[config.mk]
export PLATFORM = sky130hd
export DESIGN_NAME = therm_bubble_enc
export DESIGN_NICKNAME = d
export VERILOG_FILES = /design/src/rtl/therm_pkg.sv /design/src/rtl/therm_bubble_fix.sv /design/src/rtl/therm_top_encode.sv /design/src/rtl/therm_bubble_enc.sv
export SDC_FILE = /design/constraint.sdc
export NUM_CORES = 1
export LEC_CHECK = 0
export BUFFER_PORTS_ARGS = -buffer_cell sky130_fd_sc_hd__buf_2
export CAP_MARGIN = 20
export CELL_PAD_IN_SITES_DETAIL_PLACEMENT = 0
export CELL_PAD_IN_SITES_GLOBAL_PLACEMENT = 1
export CORE_AREA = 2 2 39 41
export DETAILED_ROUTE_END_ITERATION = 7
export DIE_AREA = 0 0 41 43
export HOLD_SLACK_MARGIN = 0.02
export PLACE_DENSITY = 0.73
export SLEW_MARGIN = 20
export SYNTH_ARGS = -nofsm -noshare
export SYNTH_HDL_FRONTEND = slang
export SYNTH_SLANG_ARGS = --single-unit
[constraint.sdc]
create_clock -name clk_i -period 1.6 [get_ports clk_i]
set_clock_uncertainty 0.2 [all_clocks]
set_input_delay 0.32 -clock clk_i [delete_from_list [all_inputs] [get_ports clk_i]]
set_output_delay 0.32 -clock clk_i [all_outputs]
set_load 0.1 [all_outputs]
[src/rtl/therm_pkg.sv]
package therm_pkg;
  localparam int MIN_RES = 2;
  localparam int MAX_RES = 8;

  function automatic int cmp_count(input int res);
    return (1 << res) - 1;
  endfunction
endpackage

[src/rtl/therm_bubble_fix.sv]
// Neighbour vote: a high bit survives if either neighbour is high.
module therm_bubble_fix #(
  parameter int N = 7
) (
  input  logic [N-1:0] raw_i,
  output logic [N-1:0] fixed_o,
  output logic         any_cleared_o
);
  logic [N-1:0] keep;

  for (genvar i = 0; i < N; i++) begin : g_bit
    logic lo_nb, hi_nb;
    if (i == 0) begin : g_bot
      assign lo_nb = 1'b1;          // below the ladder counts as tripped
    end else begin : g_lo
      assign lo_nb = raw_i[i-1];
    end
    if (i == N-1) begin : g_top
      assign hi_nb = 1'b0;          // above the ladder counts as untripped
    end else begin : g_hi
      assign hi_nb = raw_i[i+1];
    end
    assign keep[i] = lo_nb | hi_nb;
  end

  assign fixed_o       = raw_i & keep;
  assign any_cleared_o = |(raw_i & ~keep);
endmodule

[src/rtl/therm_top_encode.sv]
// Highest-set-bit encoder: suffix OR chain isolates the top edge, then OR-encode.
module therm_top_encode #(
  parameter int RES_BITS = 3,
  localparam int N = (1 << RES_BITS) - 1
) (
  input  logic [N-1:0]        therm_i,
  output logic [RES_BITS-1:0] code_o
);
  logic [N-1:0] above;
  logic [N-1:0] edge_oh;

  assign above[N-1] = 1'b0;
  for (genvar i = N-2; i >= 0; i--) begin : g_sfx
    assign above[i] = above[i+1] | therm_i[i+1];
  end
  assign edge_oh = therm_i & ~above;

  always_comb begin
    code_o = '0;
    for (int i = 0; i < N; i++) begin
      if (edge_oh[i]) code_o = code_o | RES_BITS'(i + 1);
    end
  end
endmodule

[src/rtl/therm_bubble_enc.sv]
module therm_bubble_enc
  import therm_pkg::*;
#(
  parameter int RES_BITS = 3,
  localparam int NUM_CMP = (1 << RES_BITS) - 1
) (
  input  logic                clk_i,
  input  logic                rst_ni,
  input  logic [NUM_CMP-1:0]  therm_i,
  output logic [RES_BITS-1:0] code_o,
  output logic                fix_flag_o
);
  if (RES_BITS < MIN_RES || RES_BITS > MAX_RES) begin : g_bad_res
    $error("RES_BITS out of range");
  end

  logic [NUM_CMP-1:0]  therm_q;
  logic [NUM_CMP-1:0]  fixed;
  logic                cleared;
  logic [RES_BITS-1:0] code_d;

  always_ff @(posedge clk_i or negedge rst_ni) begin
    if (!rst_ni) therm_q <= '0;
    else         therm_q <= therm_i;
  end

  therm_bubble_fix #(.N(NUM_CMP)) u_fix (
    .raw_i         (therm_q),
    .fixed_o       (fixed),
    .any_cleared_o (cleared)
  );

  therm_top_encode #(.RES_BITS(RES_BITS)) u_enc (
    .therm_i (fixed),
    .code_o  (code_d)
  );

  always_ff @(posedge clk_i or negedge rst_ni) begin
    if (!rst_ni) begin
      code_o     <= '0;
      fix_flag_o <= 1'b0;
    end else begin
      code_o     <= code_d;
      fix_flag_o <= cleared;
    end
  end
endmodule

==> flow_summary_export.csv, run 1 <==
group,metric,value,unit
global_routing,grt_util_all_layers,0.105,
global_routing,grt_pass1_vias,301,
synth,synth.distinct_cells,14,
routing,vias_per_cell,4.36,
placed_design,portBuffers,12,
clock_tree,cts.sinks,11,
die,fp.dieArea,1760,µm²
synth,syn_nets,41,
finish,antenna_cells,0,
sta,setup-tns-final,0,ps
worst_setup_path,critPathKind,"reg2out",
routing,drc,0,
clock_tree,cts_root_buf,"clkbuf_4",
power,p_leak,0.273,nW
worst_hold_path,hold_class,"in2async",
finish,final_layout_size_suffix_gt1_frac,0.286,
sta,fmax,0.659,GHz
die,start_util,0.280,
worst_setup_path,path_cells,"buf_2",
placed_design,place_area,468,µm²
worst_setup_path,crit_start,"code_o[1]$_DFF_PN0_",
synth,syn_area,388,µm²
worst_setup_path,cp_top_family,"buffers and inverters",
routing,drtIter0Drc,0,
synth,synth_most_common_cell,"dfrtp_1",
clock_tree,clkTransAtPathRegs,70,ps
clock_tree,numCtsBuffers,3,
worst_setup_path,start_kind,"register",
placed_design,gp_congestion,0.717,
worst_setup_path,rrSetupSlack,420,ps
clock_tree,cts.repair.resized,0,
synth,synth_top_area_frac,0.710,
synth,yosys-top-cells-area,"dfrtp_1, a21oi_1, nor2_1",
power,max-vdd-ir-drop,0.505,mV
clock_tree,clkLatencyLatePin,260,ps
synth,async_flop_share,1.00,
routing,vias,314,
clock_tree,h-tree-depth,1,
worst_setup_path,timing.rr.start,"therm_q[3]$_DFF_PN0_",
global_routing,antenna_found_initial,0,
worst_setup_path,path_depth,1,
routing,wire_per_inst,9.38,µm
global_routing,grt_pass1_wl,1150,µm
worst_setup_path,crit_fanout,1,
sta,holdWs,243,ps
worst_setup_path,endpoint_kind,"output pin",
synth,yosys.area.top_type,"dfrtp_1",
die,core-area,1380,µm²
sta,min_period_over_period,0.948,
worst_setup_path,worst-r2r-cell-count,3,
synth,syn_area_per_cell,12.1,µm²
finish,fin_area,576,µm²
synth,synth-edff-count,0,
routing,routed_wirelength,675,µm
synth,synth_cells,32,
synth,synth.yosys.seq_area_share,0.710,
worst_setup_path,worst_path_largest_cell_delay,420,ps
synth,ys_top_cells_by_count,"dfrtp_1, a21oi_1, nor2_1",
routing,postRouteAntennaNets,0,
sta,setup-violations-final,0,
sta,drv_slew,0,
clock_tree,clockBufferDepth,2,
placed_design,hpwl,441,µm
sta,tightest_slew,485,ps
worst_setup_path,critPathSlowestCell,"buf_2",
die,die_y,43,µm
worst_setup_path,cp.arrival,1000,ps
die,pin_count,13,
sta,relSlewSlack,0.679,
power,powerDensity,1080,nW/µm²
clock_tree,cts_tree,"done",
global_routing,gr-total-overflow,0,
worst_setup_path,path_buf_inv,1,
synth,synth-seq-cells,11,
clock_tree,cts_post_setup_buffers_inserted,0,
sta,min_period,1520,ps
finish,nNetsFinal,66,
worst_setup_path,critPathRequiredTime,1080,ps
die,die_width,41,µm
sta,hold_viol_final,0,
synth,yosysWarnings,0,
worst_setup_path,reg2reg_to,"code_o[0]$_DFF_PN0_",
status,status,"finished clean",
sta,rsz0062_at_grt,"no",
routing,dr.pass1.iters,1,
worst_setup_path,endpoint,"code_o[1]",
flow_run,drv_cap,0,
synth,ys.flop_type,"dfrtp_1",
finish,syn_to_final_growth,48.4,%
global_routing,grt_max_degree,12,
die,fp-row-count,14,
-- what timing repair did --
| item | CTS | global route |
|---|---|---|
| setup endpoints to repair | 0 | 0 |
| hold endpoints to repair | 18 | 0 |
| hold buffers | 8 | 0 |
-- layer usage --
| metal | GRT usage | routed length (µm) | vias to the layer above |
|---|---|---|---|
| met2 | 0.166 | 334 | 16 |
| met1 | 0.108 | 276 | 138 |
| met4 | 0 | 0 | 0 |
| li1 | - | - | 160 |
| met5 | 0 | 0 | - |
| met3 | 0.0942 | 65 | 0 |
-- how the worst min path moves through the flow --
stage	start	end	slack, ps
detailed placement	rst_ni	code_o[2]$_DFF_PN0_	-2
CTS	rst_ni	therm_q[6]$_DFF_PN0_	240
global route	rst_ni	therm_q[0]$_DFF_PN0_	270
finish	rst_ni	therm_q[0]$_DFF_PN0_	240
floorplan	rst_ni	code_o[0]$_DFF_PN0_	-180
global placement	rst_ni	code_o[1]$_DFF_PN0_	-3
-- logic make-up after synthesis --
logic type | after synthesis | synth area share
AO/OA/AOI/OAI | 11 | 0.168
flip-flops | 11 | 0.710
buffers and inverters | 2 | 0.0194
AND/OR/NAND/NOR | 8 | 0.103
-- flip-flops by register name (all words and copies together), names as in the netlist --
signal / cells
fix_flag_o: 1
code_o: 3
therm_q: 7
-- metrics by stage --
step                       util  power (mW)  setup slack [ps]  cells
after CTS                 0.416       0.631              70.3     72
after global routing      0.416       0.665              24.6     72
after floorplan               -       0.403               197     32
after global placement    0.338       0.431               373     60
after detailed placement  0.338       0.432               365     60
final                     0.416       0.620              82.7     72
-- layout by cell type (no fill, tap or decap) --
cell type / instances
a22oi_1: 1
o22ai_1: 1
dlygate4sd3_1: 8
dfrtp_1: 11
clkinv_2: 1
and2b_1: 1
buf_2: 12
o21ai_1: 1
o221ai_1: 1
nand3b_1: 1
o21ai_0: 2
nor2_1: 3
inv_1: 2
a21oi_1: 4
o21a_1: 1
nor2b_1: 1
nand2_1: 2
clkbuf_4: 3
-- where the power goes --
group / leakage, nW / internal (mW) / switching, mW
clock: 0.0177 / 0.0924 / 0.0867
sequential: 0.126 / 0.296 / 0.0121
combinational: 0.129 / 0.0374 / 0.0949
total: 0.273 / 0.426 / 0.194
-- final cells by class --
cell class | instances | area [µm²]
well taps | 16 | 20.0
inverters | 2 | 7.51
fillers | 130 | 808
repair buffers | 20 | 140
flip-flops and latches | 11 | 275
multi-input cells | 19 | 105
clock inverters | 1 | 5.00
clock buffers | 3 | 22.5
(Power assumes the default switching activity.)
==> run 2: changes to the inputs <==
- BUFFER_PORTS_ARGS: -buffer_cell sky130_fd_sc_hd__buf_2 -> -buffer_cell sky130_fd_sc_hd__clkbuf_2
- CAP_MARGIN: 20 -> not set
==> run 2 against run 1 <==
Total power grew 6.1%. Critical path depth is the same. Worst setup slack gained 170 ps. Core utilization grew 4.2 points. Count of clock-buffer cells in the layout grew 1. Sequential power grew 2%. Sequential share of layout area shrank 4.4 points. Non-clock buffer count is the same. Critical endpoint is now code_o[2]. Highest routed layer is now met4.
==> flow_summary_export.csv, run 2 (synthesis results as in run 1) <==
group,metric,value,unit
worst_setup_path,critPathRequiredTime,1080,ps
finish,syn_to_final_growth,63.5,%
worst_setup_path,path_cells,"buf_12",
routing,vias,323,
routing,drtIter0Drc,1,
routing,vias_per_cell,4.49,
finish,largest_reg_flops,7,
global_routing,grt_util_all_layers,0.106,
worst_setup_path,critPathSlowestCell,"dfrtp_1",
finish,final_common_cell,"dfrtp_1",
sta,fmax,0.741,GHz
sta,setup-tns-final,0,ps
die,die_width,41,µm
clock_tree,clockBufferDepth,2,
sta,min_period,1350,ps
clock_tree,cts.repair.resized,0,
global_routing,grt_max_degree,12,
status,status,"finished clean",
routing,dr.pass1.iters,2,
worst_setup_path,start_kind,"register",
finish,most-common-layout-cells,"dfrtp_1, dlygate4sd3_1, clkbuf_2, a21oi_1, buf_12",
sta,hold_viol_final,0,
clock_tree,numCtsBuffers,3,
clock_tree,clkLatencyLatePin,260,ps
power,powerDensity,1040,nW/µm²
sta,min_period_over_period,0.844,
clock_tree,clkTransAtPathRegs,60,ps
die,fp.dieArea,1760,µm²
routing,routed_wirelength,654,µm
die,core-area,1380,µm²
placed_design,portBuffers,12,
global_routing,antenna_found_initial,0,
worst_setup_path,crit_fanout,1,
clock_tree,cts_tree,"done",
routing,drc,0,
worst_setup_path,path_buf_inv,1,
worst_setup_path,endpoint_kind,"output pin",
worst_setup_path,worst_path_largest_cell_delay,390,ps
finish,antenna_cells,0,
power,max-vdd-ir-drop,0.587,mV
die,die_y,43,µm
clock_tree,cts.sinks,11,
finish,nNetsFinal,66,
clock_tree,cts_post_setup_buffers_inserted,0,
routing,wire_per_inst,9.08,µm
worst_hold_path,hold_class,"in2async",
die,start_util,0.280,
routing,postRouteAntennaNets,0,
global_routing,gr-total-overflow,0,
placed_design,hpwl,448,µm
sta,tightest_slew,265,ps
die,pin_count,13,
clock_tree,cts_root_buf,"clkbuf_4",
placed_design,gp_congestion,0.793,
worst_setup_path,cp.arrival,830,ps
flow_run,drv_cap,0,
sta,drv_slew,0,
clock_tree,cts_hold_buf,8,
power,p_leak,0.295,nW
clock_tree,h-tree-depth,1,
worst_setup_path,cp_top_family,"flip-flops",
finish,reg_top3,"therm_q: 7 flops, code_o: 3 flops, fix_flag_o: 1 flops",
finish,final_layout_size_suffix_gt1_frac,0.268,
sta,rsz0062_at_grt,"no",
sta,setup-violations-final,0,
worst_setup_path,critPathKind,"reg2out",
finish,utilization,0.458,
global_routing,grt_pass1_vias,296,
global_routing,grt_pass1_wl,1110,µm
die,fp-row-count,14,
finish,regMostFlops,"therm_q",
sta,relSlewSlack,0.823,
==> run 2: changes by cell type in the layout (fill, tap and decap cells not counted), sizes merged <==
cell | before | now
clkbuf | 3 | 12
buf | 12 | 4
clkinv | 1 | 0
==> run 2: final timing paths <==
path	cells past startpoint	slack, ps	end	startpoint
max in group asynchronous	2	740	therm_q[4]$_DFF_PN0_	rst_ni
min in group clk_i	2	370	code_o[1]$_DFF_PN0_	therm_q[6]$_DFF_PN0_
max	1	250	code_o[2]	code_o[2]$_DFF_PN0_
max reg2reg	3	420	fix_flag_o$_DFF_PN0_	therm_q[2]$_DFF_PN0_
min reg2reg	2	370	code_o[1]$_DFF_PN0_	therm_q[6]$_DFF_PN0_
min	2	250	code_o[1]$_DFF_PN0_	rst_ni
==> run 2: layer usage <==
metal,vias up,GRT usage,share of wire
met5,-,0,0
met1,146,0.102,0.39
li1,159,-,-
met3,3,0.0471,0.063
met2,15,0.156,0.50
met4,0,0.100,0.038
==> run 2: where the power goes <==
group / internal (mW) / switching [mW] / leakage (nW)
registers: 0.297 / 0.0181 / 0.126
logic: 0.0676 / 0.0950 / 0.154
clock network: 0.0963 / 0.0836 / 0.0150
total: 0.461 / 0.197 / 0.295
==> run 2: area by class of cell <==
class                      instances  area (µm²)
fill                             119         749
sequential                        11         275
timing repair buffer              20         200
multi-input combinational         19         105
clock buffer                       4        26.3
tap                               16        20.0
inverter                           2        7.51
==> run 2: through the flow <==
step                      setup slack (ps)  total power [mW]  instance area [µm²]  cells  hold slack [ps]
final                                  250             0.657                  634     72              252
after global routing                   213             0.702                  634     72              286
after detailed placement               426             0.468                  528     60             8.11
after CTS                              238             0.668                  634     72              253
after global placement                 419             0.468                  528     60             4.87
after floorplan                        197             0.403                  388     32             -176
